--- config.mk ---
export PLATFORM = sky130hd
export DESIGN_NAME = icf_fill_top
export DESIGN_NICKNAME = d
export VERILOG_FILES = /design/src/rtl/icf_pkg.sv /design/src/rtl/icf_victim_sel.sv /design/src/rtl/icf_beat_seq.sv /design/src/rtl/icf_line_asm.sv /design/src/rtl/icf_fill_top.sv
export SDC_FILE = /design/constraint.sdc
export NUM_CORES = 1
export LEC_CHECK = 0
export ABC_AREA = 0
export ABC_CLOCK_PERIOD_IN_PS = 2350
export BUFFER_PORTS_ARGS = -buffer_cell sky130_fd_sc_hd__buf_2
export CAP_MARGIN = 20
export CORE_ASPECT_RATIO = 0.7
export CORE_MARGIN = 3
export CORE_UTILIZATION = 30
export DETAILED_ROUTE_END_ITERATION = 6
export GPL_ROUTABILITY_DRIVEN = 0
export HOLD_SLACK_MARGIN = 0.06
export PLACE_DENSITY_LB_ADDON = 0.12
export SETUP_SLACK_MARGIN = 0.02
export SYNTH_ARGS = -nofsm -noshare
export SYNTH_HDL_FRONTEND = slang
export SYNTH_HIERARCHICAL = 1
export SYNTH_SLANG_ARGS = --single-unit
--- constraint.sdc ---
create_clock -name clk -period 2.35 [get_ports clk]
set_input_delay 0.47 -clock clk [delete_from_list [all_inputs] [get_ports clk]]
set_output_delay 0.47 -clock clk [all_outputs]
set_load 0.02 [all_outputs]
--- src/rtl/icf_pkg.sv ---
// Shared types for the instruction cache line fill controller.
// Assumes: nothing beyond a standard SystemVerilog compile order.
package icf_pkg;

    // Phases of one line fill
    typedef enum logic [1:0] {
        FS_IDLE = 2'd0,   // waiting for a miss
        FS_REQ  = 2'd1,   // burst request raised, waiting for bus acceptance
        FS_RECV = 2'd2,   // collecting the four beats
        FS_DONE = 2'd3    // commit tag/valid/LRU and burst buffer
    } fill_state_e;

endpackage

--- src/rtl/icf_victim_sel.sv ---
// Victim way selection for a two-way set.
// Order of choice: skip locked ways; among the rest prefer an invalid way
// (way 0 first), otherwise the LRU way. With both ways locked no way may be
// written and no_write is raised.
// Assumes: inputs are the state of the set being filled, sampled by the caller.
module icf_victim_sel (
    input  logic [1:0] set_valid,
    input  logic [1:0] set_lock,
    input  logic       set_lru,
    output logic       way,
    output logic       no_write
);

    // Pick the way to replace from lock, valid and LRU state
    always_comb begin
        way      = 1'b0;
        no_write = 1'b0;
        if (&set_lock) begin
            no_write = 1'b1;
        end else if (set_lock[0]) begin
            way = 1'b1;
        end else if (set_lock[1]) begin
            way = 1'b0;
        end else if (!set_valid[0]) begin
            way = 1'b0;
        end else if (!set_valid[1]) begin
            way = 1'b1;
        end else begin
            way = set_lru;
        end
    end

endmodule

--- src/rtl/icf_beat_seq.sv ---
// Beat sequencer: tracks which word slot the next burst beat belongs to.
// Loaded with the critical word index when the bus accepts the request, then
// steps the slot modulo the line size on every beat (wraparound order).
// Assumes: load and beat are never high in the same cycle.
module icf_beat_seq #(
    parameter int WORD_BITS = 2
) (
    input  logic                 clk,
    input  logic                 rst_n,
    input  logic                 load,
    input  logic [WORD_BITS-1:0] crit_word,
    input  logic                 beat,
    output logic [WORD_BITS-1:0] cur_word,
    output logic                 first_beat,
    output logic                 last_beat
);

    logic [WORD_BITS-1:0] word_q;
    logic [WORD_BITS-1:0] cnt_q;

    // Slot pointer and beat count for the burst in flight
    always_ff @(posedge clk) begin
        if (!rst_n) begin
            word_q <= '0;
            cnt_q  <= '0;
        end else if (load) begin
            word_q <= crit_word;
            cnt_q  <= '0;
        end else if (beat) begin
            word_q <= word_q + 1'b1;
            cnt_q  <= cnt_q + 1'b1;
        end
    end

    assign cur_word   = word_q;
    assign first_beat = (cnt_q == '0);
    assign last_beat  = &cnt_q;

endmodule

--- src/rtl/icf_line_asm.sv ---
// Line assembly and burst buffer.
// Collects the burst beats into a line register by word slot, then copies the
// whole line with its tag and set into the burst buffer on commit.
// Assumes: commit is a single-cycle pulse after the last beat.
module icf_line_asm #(
    parameter int DATA_W    = 32,
    parameter int WORD_BITS = 2,
    parameter int TAG_W     = 21,
    parameter int SET_BITS  = 7,
    localparam int LINE_WORDS = 1 << WORD_BITS,
    localparam int LINE_W     = DATA_W * LINE_WORDS
) (
    input  logic                 clk,
    input  logic                 rst_n,
    input  logic                 beat,
    input  logic [WORD_BITS-1:0] beat_word,
    input  logic [DATA_W-1:0]    beat_data,
    input  logic                 commit,
    input  logic [TAG_W-1:0]     commit_tag,
    input  logic [SET_BITS-1:0]  commit_index,
    output logic                 bb_valid,
    output logic [TAG_W-1:0]     bb_tag,
    output logic [SET_BITS-1:0]  bb_index,
    output logic [LINE_W-1:0]    bb_line
);

    logic [LINE_W-1:0] asm_line;

    // One holding register per word slot
    for (genvar k = 0; k < LINE_WORDS; k++) begin : g_slot
        // Capture the beat that targets this slot
        always_ff @(posedge clk) begin
            if (!rst_n) begin
                asm_line[k*DATA_W +: DATA_W] <= '0;
            end else if (beat && (beat_word == WORD_BITS'(k))) begin
                asm_line[k*DATA_W +: DATA_W] <= beat_data;
            end
        end
    end

    // Load the burst buffer with the finished line
    always_ff @(posedge clk) begin
        if (!rst_n) begin
            bb_valid <= 1'b0;
            bb_tag   <= '0;
            bb_index <= '0;
            bb_line  <= '0;
        end else if (commit) begin
            bb_valid <= 1'b1;
            bb_tag   <= commit_tag;
            bb_index <= commit_index;
            bb_line  <= asm_line;
        end
    end

endmodule

--- src/rtl/icf_fill_top.sv ---
// Line fill controller for a two-way set-associative instruction cache.
// Accepts one miss at a time, raises a burst read at the missed word, picks
// a victim way, writes each beat to its slot, forwards the critical word,
// commits tag/valid/LRU after the last beat and loads the burst buffer.
// Assumes: set_valid/set_lock/set_lru describe the set indexed by miss_addr
// in the cycle miss_req is high; the bus returns the critical word first and
// then wraps; arrays outside act on the write strobes.
module icf_fill_top
    import icf_pkg::*;
#(
    parameter int ADDR_W    = 32,
    parameter int DATA_W    = 32,
    parameter int SET_BITS  = 7,
    parameter int WORD_BITS = 2,
    localparam int WADDR_W    = ADDR_W - 2,
    localparam int TAG_W      = WADDR_W - SET_BITS - WORD_BITS,
    localparam int IDX_LO     = WORD_BITS,
    localparam int TAG_LO     = WORD_BITS + SET_BITS,
    localparam int LINE_W     = DATA_W * (1 << WORD_BITS)
) (
    input  logic                 clk,
    input  logic                 rst_n,
    input  logic                 miss_req,
    input  logic [WADDR_W-1:0]   miss_addr,
    input  logic [1:0]           set_valid,
    input  logic [1:0]           set_lock,
    input  logic                 set_lru,
    output logic                 busy,
    output logic                 bus_req,
    output logic [ADDR_W-1:0]    bus_addr,
    input  logic                 bus_rdy,
    input  logic                 bus_dvalid,
    input  logic [DATA_W-1:0]    bus_data,
    output logic                 fwd_valid,
    output logic [DATA_W-1:0]    fwd_data,
    output logic                 dwr_en,
    output logic                 dwr_way,
    output logic [SET_BITS-1:0]  dwr_index,
    output logic [WORD_BITS-1:0] dwr_word,
    output logic [DATA_W-1:0]    dwr_data,
    output logic                 meta_wr_en,
    output logic                 meta_way,
    output logic [SET_BITS-1:0]  meta_index,
    output logic [TAG_W-1:0]     meta_tag,
    output logic                 meta_lru,
    output logic                 bb_valid,
    output logic [TAG_W-1:0]     bb_tag,
    output logic [SET_BITS-1:0]  bb_index,
    output logic [LINE_W-1:0]    bb_line
);

    fill_state_e            state_q, state_d;
    logic [WADDR_W-1:0]     addr_q;
    logic                   vic_way_q, nowr_q;
    logic                   sel_way, sel_nowr;
    logic                   accept, bus_take, beat;
    logic [WORD_BITS-1:0]   cur_word;
    logic                   first_beat, last_beat;
    logic                   dwr_en_q, fwd_valid_q;
    logic [WORD_BITS-1:0]   dwr_word_q;
    logic [DATA_W-1:0]      dwr_data_q, fwd_data_q;
    logic [SET_BITS-1:0]    fill_index;
    logic [TAG_W-1:0]       fill_tag;

    assign accept     = (state_q == FS_IDLE) && miss_req;
    assign bus_take   = (state_q == FS_REQ) && bus_rdy;
    assign beat       = (state_q == FS_RECV) && bus_dvalid;
    assign fill_index = addr_q[IDX_LO +: SET_BITS];
    assign fill_tag   = addr_q[TAG_LO +: TAG_W];

    icf_victim_sel u_victim (
        .set_valid (set_valid),
        .set_lock  (set_lock),
        .set_lru   (set_lru),
        .way       (sel_way),
        .no_write  (sel_nowr)
    );

    icf_beat_seq #(.WORD_BITS(WORD_BITS)) u_seq (
        .clk        (clk),
        .rst_n      (rst_n),
        .load       (bus_take),
        .crit_word  (addr_q[WORD_BITS-1:0]),
        .beat       (beat),
        .cur_word   (cur_word),
        .first_beat (first_beat),
        .last_beat  (last_beat)
    );

    icf_line_asm #(
        .DATA_W    (DATA_W),
        .WORD_BITS (WORD_BITS),
        .TAG_W     (TAG_W),
        .SET_BITS  (SET_BITS)
    ) u_line (
        .clk          (clk),
        .rst_n        (rst_n),
        .beat         (beat),
        .beat_word    (cur_word),
        .beat_data    (bus_data),
        .commit       (state_q == FS_DONE),
        .commit_tag   (fill_tag),
        .commit_index (fill_index),
        .bb_valid     (bb_valid),
        .bb_tag       (bb_tag),
        .bb_index     (bb_index),
        .bb_line      (bb_line)
    );

    // Next fill phase
    always_comb begin
        state_d = state_q;
        unique case (state_q)
            FS_IDLE: if (miss_req)              state_d = FS_REQ;
            FS_REQ:  if (bus_rdy)               state_d = FS_RECV;
            FS_RECV: if (beat && last_beat)     state_d = FS_DONE;
            FS_DONE:                            state_d = FS_IDLE;
            default:                            state_d = FS_IDLE;
        endcase
    end

    // Phase register
    always_ff @(posedge clk) begin
        if (!rst_n) state_q <= FS_IDLE;
        else        state_q <= state_d;
    end

    // Capture miss address and victim choice when a miss is accepted
    always_ff @(posedge clk) begin
        if (!rst_n) begin
            addr_q    <= '0;
            vic_way_q <= 1'b0;
            nowr_q    <= 1'b0;
        end else if (accept) begin
            addr_q    <= miss_addr;
            vic_way_q <= sel_way;
            nowr_q    <= sel_nowr;
        end
    end

    // Registered word write strobe and critical word forward
    always_ff @(posedge clk) begin
        if (!rst_n) begin
            dwr_en_q    <= 1'b0;
            dwr_word_q  <= '0;
            dwr_data_q  <= '0;
            fwd_valid_q <= 1'b0;
            fwd_data_q  <= '0;
        end else begin
            dwr_en_q    <= beat && !nowr_q;
            fwd_valid_q <= beat && first_beat;
            if (beat) begin
                dwr_word_q <= cur_word;
                dwr_data_q <= bus_data;
            end
            if (beat && first_beat) fwd_data_q <= bus_data;
        end
    end

    assign busy       = (state_q != FS_IDLE);
    assign bus_req    = (state_q == FS_REQ);
    assign bus_addr   = {addr_q, 2'b00};
    assign fwd_valid  = fwd_valid_q;
    assign fwd_data   = fwd_data_q;
    assign dwr_en     = dwr_en_q;
    assign dwr_way    = vic_way_q;
    assign dwr_index  = fill_index;
    assign dwr_word   = dwr_word_q;
    assign dwr_data   = dwr_data_q;
    assign meta_wr_en = (state_q == FS_DONE) && !nowr_q;
    assign meta_way   = vic_way_q;
    assign meta_index = fill_index;
    assign meta_tag   = fill_tag;
    assign meta_lru   = !vic_way_q;

endmodule

==> summary.md <==
| Metric | Value |
|---|---|
| Total Neg Setup Slack | `0 ns` |
| Commonest non-fill, non-tap cell in the layout | `dfxtp_1` |
| Hold Crit Class | `input port to flip-flop` |
| I/O pin count | `370` |
| Drt drc | `0` |
| Final Cell Area | `18,600 µm²` |
| Critical path type | `flip-flop to output port` |
| Critical Path Source Type | `flip-flop` |
| Clock Tree Buf Depth | `3` |
| CTS Hold Bufs | `0` |
| Post-synth ARST share | `0%` |
| Hold Fails Final Rpt | `0` |
| Worst-Skew Late Latency | `0.55 ns` |
| Post-route insts no fill | `2,487` |
| DRT Pass-1 Iters | `4` |
| Largest cells by area after synthesis | `dfxtp_1, mux2i_1, nand2_1` |
| Port Buf Inserts | `367` |
| Global routing's busiest layer | `met2` |
| Layout cells sized above 1 | `26.4%` |
| First-pass GRT wire length | `65.3 mm` |
| Worst-path cell chain | `ha_4 > nor2b_1 > buf_2` |
| Yosys reg bits | `391` |
| Worst path required time | `1.88 ns` |
| Final worst path period need | `2.15 ns` |
| PwrDens | `895 nW/µm²` |
| Clock sink count | `391` |
| GR Util met3 | `3.39%` |
| Syn Inst Count | `1,477` |
| Largest net degree at the start of global routing | `61` |
| CTS tree | `yes` |
| GR Util met2 | `24.6%` |
| Vias per cell | `4.30` |
| Max Fclk | `465 MHz` |
| Postcts setup bufs | `0` |
| Clock skew | `0.0167 ns` |
| Total Wirelength | `42.7 mm` |
| CTS Root Cell | `clkbuf_16` |
| Total power | `0.0167 W` |
| Slowest-stage cell, CP | `dfxtp_1` |
| Post-synth EDFFs | `0` |
| Antenna violations before repair | `1` |
| Unrepaired setup endpoints after global routing | `false` |
| M1 GR Usage | `21.7%` |
| Rows | `68` |
| Arr. time, crit path | `1.68 ns` |
| Drt initial violations | `438` |
| Final worst-path setup slack | `0.199 ns` |
| Sequential-to-total area share from yosys stat | `51.4%` |
| Mean Syn Cell Area | `10.3 µm²` |
| Fillers | `5,042` |
| Pins Over Slew Limit | `0` |
| Total grt overflow | `0` |
| Initial Utilization | `30.6%` |
| Nets | `1,871` |
| Crit-path max FO | `13` |
| Commonest non-fill, non-tap cells in the layout | `dfxtp_1, buf_2, nand2_1, mux2i_1, nor2b_1` |
| ANT nets after route | `0` |
| Post-DP Area | `17,200 µm²` |
| WL per Instance | `17.2 µm` |
| Worst-margin pin slew | `0.579 ns` |
| Sequential cell area | `7830 µm²` |
| Final period util | `91.5%` |
| Die area | `53,500 µm²` |
| Die Y | `194 µm` |
| Leak pwr | `8.09 nW` |
| Mapped Area | `15,200 µm²` |
| Chip width | `275 µm` |
| CTS Buf Count | `43` |
| Yosys cell types | `38` |
| Slew headroom | `61.4%` |
| Final setup viols | `0` |
| Ys flop type | `dfxtp_1` |
| CP endpoint kind | `output port` |
| N_diodes | `0` |
| Area grow syn2layout | `22.4%` |
| Core ar. | `49,700 µm²` |
| Max cap viols | `0` |
| Status | `completed` |
| DPL Wire Length | `29.6 mm` |
| Setup WS pre-CTS | `0.340 ns` |
| Delay of the slowest critical-path stage | `0.42 ns` |
| CTS H-tree depth | `2` |
| Multi-input logic area | `6270 µm²` |
| Area leader, netlist | `dfxtp_1` |
| CP top delay family | `flip-flops` |
| Placed insts | `2,413` |
| Synth warn | `6` |
| Peak supply drop | `426 µV` |
| Clock transition at the registers of the reported paths | `0.06 ns` |
| Post-CTS resize count | `0` |
| CP Buf/Inv Count | `1` |
| Synth top area share | `51.4%` |
| Via count | `10,686` |
| Gr usage total | `15.5%` |
| Number of global-route vias before repair | `10,686` |
==> through the flow <==
stage | hold WS, ns | util, %
floorplan | 0.411 | -
finish | 0.170 | 37.5
detailed placement | 0.437 | 34.7
CTS | 0.136 | 37.5
global route | 0.151 | 37.5
global placement | 0.433 | 34.7
==> cell usage after synthesis (2+ instances only) <==
cell type  count
nand3b_1       2
buf_2         19
ha_1           6
and3_1         2
mux2i_1      286
buf_8          4
nand2b_1       2
o21a_1         2
nand2_1      361
inv_1          8
buf_6         15
buf_4         52
nor2_1         5
dfxtp_1      391
a21boi_0      43
buf_12        14
buf_1          3
nor2b_1      158
a21boi_1      55
clkbuf_1      30
and2_1         2
==> routing by layer <==
layer	vias up	part of all wire [%]	routed length [µm]
li1	5416	-	-
met1	5033	49	20800
met2	183	45	19200
met3	52	4.7	2000
met4	2	1.6	688
met5	-	0.030	13
==> worst min-delay path, cell delays in order <==
cell and delay, ns:
buf_2 0.10, nand2_1 0.05, a21boi_1 0.05
==> flip-flops by register name, summed over array words and instances (netlist names) <==
name             cells
addr_q              30
dwr_data            32
dwr_en               1
dwr_way              1
dwr_word             2
fwd_data            32
fwd_valid            1
nowr_q               1
state_q              2
u_line/asm_line    128
u_line/bb_index      7
u_line/bb_line     128
u_line/bb_tag       21
u_line/bb_valid      1
u_seq/cnt_q          2
u_seq/cur_word       2
==> report_power, final <==
part	total (W)	switching [W]	internal, W	leakage, nW
clock	0.00668	0.00273	0.00395	0.685
combinational	0.00275	0.00178	0.000977	4.25
sequential	0.00725	0.000278	0.00697	3.16
total	0.0167	0.00478	0.0119	8.09
==> cell families after synthesis <==
group	after synthesis	synth area share (%)
and+or+nand+nor	538	16.2
DFF	391	51.4
muxes	286	18.8
buffers and inverters	147	7.61
AOI/OAI and AO/OA	106	5.33
adders and majority gates	6	0.493
xor gates and xnor gates	2	0.115
other	1	0.0246
==> final timing paths <==
path | start | to | slack (ns) | cells after the start
max | state_q[0] | meta_wr_en | 0.20 | 3
min | miss_addr[0] | addr_q[0] | 0.17 | 3
max reg2reg | state_q[0] | u_line/asm_line[63] | 0.35 | 7
min reg2reg | u_line/bb_valid | u_line/bb_valid | 0.44 | 1
==> final cells by class <==
cell class	instances	area share (%)
clock buffers	67	7.07
clock inverters	7	0.437
inverters	9	0.188
multi-input cells	940	33.7
flip-flops and latches	391	42.0
well taps	665	4.47
repair buffers	408	12.2
Note: power is estimated with default switching activity, not from simulation.
